`src/rtl/bpp_pkg.sv`:
```
package bpp_pkg;

    localparam int OPT_OPAQUE = 0;
    localparam int OPT_DITHER = 1;
    localparam int OPT_SPRITE = 4;

    typedef enum logic [1:0] {
        ST_IDLE  = 2'd0,
        ST_READ  = 2'd1,
        ST_WRITE = 2'd2
    } seq_state_e;

    typedef struct packed {
        logic [7:0] mask;
        logic [7:0] colour;
        logic [2:0] last_plane;
    } plot_job_t;

    typedef struct packed {
        logic [7:0] colour;
        logic       skip;
    } colour_pick_t;

    // log2 of planes/2: tile bytes = 16 << depth_shift
    function automatic logic [1:0] depth_shift(input logic [1:0] sel);
        case (sel)
            2'd0:    return 2'd0;
            2'd1:    return 2'd1;
            default: return 2'd2;
        endcase
    endfunction

    function automatic logic [2:0] last_plane_of(input logic [1:0] sel);
        case (sel)
            2'd0:    return 3'd1;
            2'd1:    return 3'd3;
            default: return 3'd7;
        endcase
    endfunction

    // plane pairs sit 16 bytes apart, the two planes of a pair are adjacent
    function automatic logic [7:0] plane_offset(input logic [2:0] p);
        return {2'b00, p[2:1], 3'b000, p[0]};
    endfunction

    function automatic logic [7:0] pixel_mask(input logic [2:0] xl);
        return 8'h80 >> xl;
    endfunction

endpackage

```
`src/rtl/bpp_addr_gen.sv`:
```
module bpp_addr_gen
    import bpp_pkg::*;
#(
    parameter int ADDR_W    = 16,
    parameter int COORD_W   = 8,
    parameter int SCREEN_H  = 128,
    parameter int BASE_ADDR = 0
) (
    input  logic [COORD_W-1:0] x_pos,
    input  logic [COORD_W-1:0] y_pos,
    input  logic [1:0]         depth_sel,
    input  logic               sprite,
    output logic [ADDR_W-1:0]  base_addr
);
    localparam int ROWS_NORMAL = SCREEN_H / 8;
    localparam int ROWS_SPRITE = 256 / 8;

    logic [ADDR_W-1:0] rows;
    logic [ADDR_W-1:0] tile_idx;
    logic [ADDR_W-1:0] tile_off;
    logic [2:0]        tile_shift;

    always_comb begin
        rows       = sprite ? ADDR_W'(ROWS_SPRITE) : ADDR_W'(ROWS_NORMAL);
        tile_idx   = ADDR_W'(x_pos[COORD_W-1:3]) * rows + ADDR_W'(y_pos[COORD_W-1:3]);
        tile_shift = 3'd4 + {1'b0, depth_shift(depth_sel)};
        tile_off   = tile_idx << tile_shift;
        base_addr  = ADDR_W'(BASE_ADDR) + tile_off + ADDR_W'({y_pos[2:0], 1'b0});
    end
endmodule

```
`src/rtl/bpp_colour_sel.sv`:
```
module bpp_colour_sel
    import bpp_pkg::*;
(
    input  logic [7:0]   colour_reg,
    input  logic [7:0]   plot_opt,
    input  logic [1:0]   depth_sel,
    input  logic         parity,
    output colour_pick_t pick
);
    logic wide;
    logic [7:0] c;

    always_comb begin
        wide = depth_sel[1];
        if (!wide && plot_opt[OPT_DITHER] && parity)
            c = {4'h0, colour_reg[7:4]};
        else
            c = colour_reg;
        pick.colour = c;
        if (plot_opt[OPT_OPAQUE])
            pick.skip = 1'b0;
        else if (wide && plot_opt[OPT_SPRITE])
            pick.skip = (c == 8'h00);
        else
            pick.skip = (c[3:0] == 4'h0);
    end
endmodule

```
`src/rtl/bpp_plane_seq.sv`:
```
module bpp_plane_seq
    import bpp_pkg::*;
#(
    parameter int ADDR_W = 16
) (
    input  logic              clk,
    input  logic              rst,
    input  logic              start,
    input  logic [ADDR_W-1:0] base_addr,
    input  plot_job_t         job,
    output logic              busy,
    output logic [ADDR_W-1:0] mem_addr,
    output logic              mem_rd_en,
    input  logic [7:0]        mem_rdata,
    output logic              mem_wr_en,
    output logic [7:0]        mem_wdata
);
    seq_state_e        st;
    logic [2:0]        plane;
    plot_job_t         job_q;
    logic [ADDR_W-1:0] base_q;

    always_ff @(posedge clk) begin
        if (rst) begin
            st     <= ST_IDLE;
            plane  <= '0;
            job_q  <= '0;
            base_q <= '0;
        end else begin
            case (st)
                ST_IDLE: begin
                    if (start) begin
                        job_q  <= job;
                        base_q <= base_addr;
                        plane  <= '0;
                        st     <= ST_READ;
                    end
                end
                ST_READ: st <= ST_WRITE;
                ST_WRITE: begin
                    if (plane == job_q.last_plane) begin
                        st <= ST_IDLE;
                    end else begin
                        plane <= plane + 3'd1;
                        st    <= ST_READ;
                    end
                end
                default: st <= ST_IDLE;
            endcase
        end
    end

    always_comb begin
        busy      = (st != ST_IDLE);
        mem_addr  = base_q + ADDR_W'(plane_offset(plane));
        mem_rd_en = (st == ST_READ);
        mem_wr_en = (st == ST_WRITE);
        if (job_q.colour[plane])
            mem_wdata = mem_rdata | job_q.mask;
        else
            mem_wdata = mem_rdata & ~job_q.mask;
    end
endmodule

```
`src/rtl/bitplane_plotter.sv`:
```
module bitplane_plotter
    import bpp_pkg::*;
#(
    parameter int ADDR_W    = 16,
    parameter int SCREEN_H  = 128,
    parameter int BASE_ADDR = 0
) (
    input  logic              clk,
    input  logic              rst,
    input  logic              x_load,
    input  logic [7:0]        x_load_val,
    input  logic [7:0]        y_coord,
    input  logic [7:0]        colour_reg,
    input  logic [7:0]        plot_opt,
    input  logic [1:0]        depth_sel,
    input  logic              plot_go,
    output logic [7:0]        x_coord,
    output logic              busy,
    output logic [ADDR_W-1:0] mem_addr,
    output logic              mem_rd_en,
    input  logic [7:0]        mem_rdata,
    output logic              mem_wr_en,
    output logic [7:0]        mem_wdata
);
    localparam int COORD_W = 8;

    logic [COORD_W-1:0] x_q;
    logic [COORD_W-1:0] x_eff;
    logic               accept;
    logic [ADDR_W-1:0]  base_addr;
    colour_pick_t       pick;
    plot_job_t          job;
    logic               seq_busy;

    assign x_eff  = x_load ? x_load_val : x_q;
    assign accept = plot_go && !seq_busy;

    always_ff @(posedge clk) begin
        if (rst)
            x_q <= '0;
        else if (accept)
            x_q <= x_eff + 8'd1;
        else if (x_load)
            x_q <= x_load_val;
    end

    bpp_addr_gen #(
        .ADDR_W(ADDR_W), .COORD_W(COORD_W),
        .SCREEN_H(SCREEN_H), .BASE_ADDR(BASE_ADDR)
    ) u_addr (
        .x_pos(x_eff), .y_pos(y_coord), .depth_sel(depth_sel),
        .sprite(plot_opt[OPT_SPRITE]), .base_addr(base_addr)
    );

    bpp_colour_sel u_col (
        .colour_reg(colour_reg), .plot_opt(plot_opt), .depth_sel(depth_sel),
        .parity(x_eff[0] ^ y_coord[0]), .pick(pick)
    );

    always_comb begin
        job.mask       = pixel_mask(x_eff[2:0]);
        job.colour     = pick.colour;
        job.last_plane = last_plane_of(depth_sel);
    end

    bpp_plane_seq #(.ADDR_W(ADDR_W)) u_seq (
        .clk(clk), .rst(rst),
        .start(accept && !pick.skip),
        .base_addr(base_addr), .job(job),
        .busy(seq_busy),
        .mem_addr(mem_addr), .mem_rd_en(mem_rd_en), .mem_rdata(mem_rdata),
        .mem_wr_en(mem_wr_en), .mem_wdata(mem_wdata)
    );

    assign busy    = seq_busy;
    assign x_coord = x_q;
endmodule

```
`config.mk`:
```
export PLATFORM = sky130hd
export DESIGN_NAME = bitplane_plotter
export DESIGN_NICKNAME = d
export VERILOG_FILES = /design/src/rtl/bpp_pkg.sv /design/src/rtl/bpp_addr_gen.sv /design/src/rtl/bpp_colour_sel.sv /design/src/rtl/bpp_plane_seq.sv /design/src/rtl/bitplane_plotter.sv
export SDC_FILE = /design/constraint.sdc
export NUM_CORES = 1
export LEC_CHECK = 0
export BUFFER_PORTS_ARGS = -buffer_cell sky130_fd_sc_hd__clkbuf_2
export CORE_MARGIN = 2
export CORE_UTILIZATION = 30
export CTS_CLUSTER_SIZE = 40
export DETAILED_ROUTE_END_ITERATION = 10
export HOLD_SLACK_MARGIN = 0.15
export PLACE_DENSITY = 0.47
export SYNTH_ARGS = -nofsm -noshare
export SYNTH_HDL_FRONTEND = slang
export SYNTH_SLANG_ARGS = --single-unit
```
`constraint.sdc`:
```
create_clock -name clk -period 6.3 [get_ports clk]
set_input_delay 0.63 -clock clk [delete_from_list [all_inputs] [get_ports clk]]
set_output_delay 0.63 -clock clk [all_outputs]
set_load 0.01 [all_outputs]
```
==> impl_metrics.tcl <==
set metrics [dict create \
    io_pins 81 \
    cts-resized-gates 0 \
    fmax_ghz 0.3255 \
    synth_compound_area_share_pct 18.61 \
    timing_worst_slew_pin_value_ps 1038 \
    mappedNetlistArea_um2 3161 \
    die_outline_area_um2 11370 \
    yosys.area_share.adder_pct 8.789 \
    worst_r2r_startpoint "x_coord[0]" \
    fin_tns_setup_ps 0 \
    fp-row-count 37 \
    dr_vias_cell 5.030 \
    synth-edff-count 0 \
    dpl.hpwl_um 6112 \
    cts_made_buffers 5 \
    dominantRegCellSynth "dfxtp_1" \
    post_synth_and_or_nand_nor_area_fraction_pct 19.52 \
    multi_input_comb_area_um2 2024 \
    grt_start_max_net_pins 59 \
    detail_route.first_pass.iterations 5 \
    fin_crit_ps 3072 \
    r2r_cells 5 \
    worst_hold_path_type "flip-flop to flip-flop" \
    dr_total_vias 2867 \
    drive_above_1_share_pct 21.66 \
    port_buffers 75 \
    drt_iter0_drc 148 \
    syn_area_per_cell_um2 8.428 \
    synth_cells 375 \
    synth.largest_area_cell "dfxtp_1" \
    synth.top_cells.by_count "dfxtp_1, a21oi_1, nor2_1, mux2i_1, o21ai_0" \
    fill_cells 1132 \
    worst-endpoint-required_ps 6510 \
    clkSinkCount 47 \
    hold_end "u_seq.job_q[8]" \
    root_buffer "clkbuf_8" \
    gp_routability_congestion 0.7494 \
    grt_first_pass_wirelength_um 13850 \
    post-route-period-util_pct 48.76 \
    antenna_violating_nets_post_route 0 \
    timing.critical_path.from_type "input port" \
    ctsHoldBuffers 0 \
    worstHoldPathCells 2 \
    setup_ws_post_layout_ps 3228 \
    grt_usage_pct 15.16 \
    path_clk_slew_ps 90 \
    cts-root-to-sink-buffers 2 \
    post-place-ws_ps 2874 \
    wl_um 8383 \
    holdCritStartpoint "u_seq.job_q[8]" \
    timing.reg2reg.setup_slack_ps 3690 \
    r2r-end "u_seq.plane[1]" \
    drc 0 \
    muxShareOfSynthArea_pct 11.08 \
    worst-setup-path-type "input port to flip-flop" \
    cell_types_with_the_largest_area_share_after_synthesis "dfxtp_1, mux2i_1, ha_1" \
    core_region_area_um2 10280 \
    die_y_um 106.6 \
    cellLeakagePower_nw 1.606 \
    slew_violations 0 \
    n_antenna_cell 0 \
    grt_setup_unrepaired "false" \
    synth_async_sr_flop_share_pct 0 \
    critical_path_arrival_ps 3280 \
    overflow 0 \
    fin_worst_skew_ps 17.01 \
    outcome "completed" \
    synth-seq-cells 47 \
    area_growth_syn_to_layout_pct 15.84 \
    yosys.cell_types.count 53 \
    routed_wire_length_per_instance_um 14.71 \
    post_cts.repair.setup_buffers 0 \
    floorplan.die.width_um 106.6 \
    max_cap_viol_count 0 \
    cts-htree-levels 2 \
    cp_max_fanout 27 \
    register_area_um2 940.9 \
    finalSetupViolations 0 \
    finalHoldViolations 0 \
    tritoncts "done" \
    vias_in_the_first_global_route 2665 \
    cellPowerDensity_nw_per_um2 191.9 \
    setup.worst_path.end_class "flip-flop" \
    synth_top_area_share_pct 29.77 \
    synth-seq-area-share_pct 29.77 \
    nets 501 \
    start_util_pct 30.75 \
    antenna_found_initial 0 \
    slew-limit-headroom_pct 30.82 \
    synthesis.yosys.warnings 0 \
    synth_most_common_cell "dfxtp_1" \
    synth_top_family_by_area "simple AND/OR/NAND/NOR gates" \
    clk-insertion-delay-late_ps 310 \
    vdd.ir_drop.worst_mv 0.08428 \
    synthXorXnorAreaFrac_pct 5.819 \
]
cell type report:
type,count,share of cell area [%]
clock inverter,2,0.3759
inverter,16,1.640
timing repair buffer,76,10.46
tap,136,4.648
multi-input combinational,288,55.30
sequential,47,25.70
clock buffer,5,1.880
routing by layer:
layer / wire (um) / vias up / global-route usage, %
met1: 4142 / 1351 / 21.50
met2: 3895 / 51 / 23.75
met5: 0 / - / 0
met4: 88 / 0 / 4.267
met3: 256 / 6 / 2.432
li1: - / 1459 / -
worst max-delay path: stages:
cell and delay [ps]:
clkbuf_2 340, mux2i_4 430, mux2i_4 470, and2_1 800, nor2_4 250, o41ai_2 350
metrics by stage:
stage	cells	power, mW	utilization [%]	hold slack (ps)	cell area (um^2)
after floorplan	376	0.4663	-	446.2	3164
after global placement	563	0.5245	34.82	461.2	3578
after detailed placement	563	0.5258	34.82	469.6	3578
after CTS	570	0.7121	35.62	483.4	3661
after global routing	570	0.7505	35.62	528.7	3661
final	570	0.7026	35.62	483.4	3661
cell families (layout without fill, tap and decap cells):
group                    Yosys count  after routing
AND/OR/NAND/NOR                  115            115
adder cells (fa/ha/maj)           21             21
AO/OA/AOI/OAI                     99             99
XOR/XNOR                          21             21
other                              1              2
buffers and inverters             41             99
multiplexers                      30             30
flip-flops                        47             47
power breakdown:
part           switching, mW  internal (mW)  leakage, nW
clock network          0.108         0.0763       0.0440
registers             0.0152          0.317        0.385
logic                  0.109         0.0769         1.18
registers in the layout, indices dropped and copies added (netlist names):
signal,cells
u_seq.base_q,15
u_seq.job_q,19
u_seq.plane,3
u_seq.st,2
x_coord,8
layout by cell type, fill, tap and decap left out, types with 9 or more instances in the layout:
master,count
clkbuf_2,75
dfxtp_1,47
a21oi_1,46
nor2_1,35
mux2i_1,26
o21ai_0,26
ha_1,19
inv_1,16
nand2_1,14
xnor2_1,12
nand3_1,12
nand2b_1,9
xor2_1,9
worst max-delay path by stage:
stage / startpoint / endpoint / depth (start not counted) / slack, ps
detailed placement: x_load / u_seq.plane[1] / 6 / 2870
finish: x_load / u_seq.plane[1] / 6 / 3230
global placement: x_load / u_seq.plane[1] / 6 / 2920
CTS: x_load / u_seq.plane[1] / 6 / 3190
floorplan: x_load / u_seq.base_q[13] / 11 / 3230
global route: x_load / u_seq.base_q[15] / 12 / 2980
Note: power is estimated with default switching activity, not from simulation.
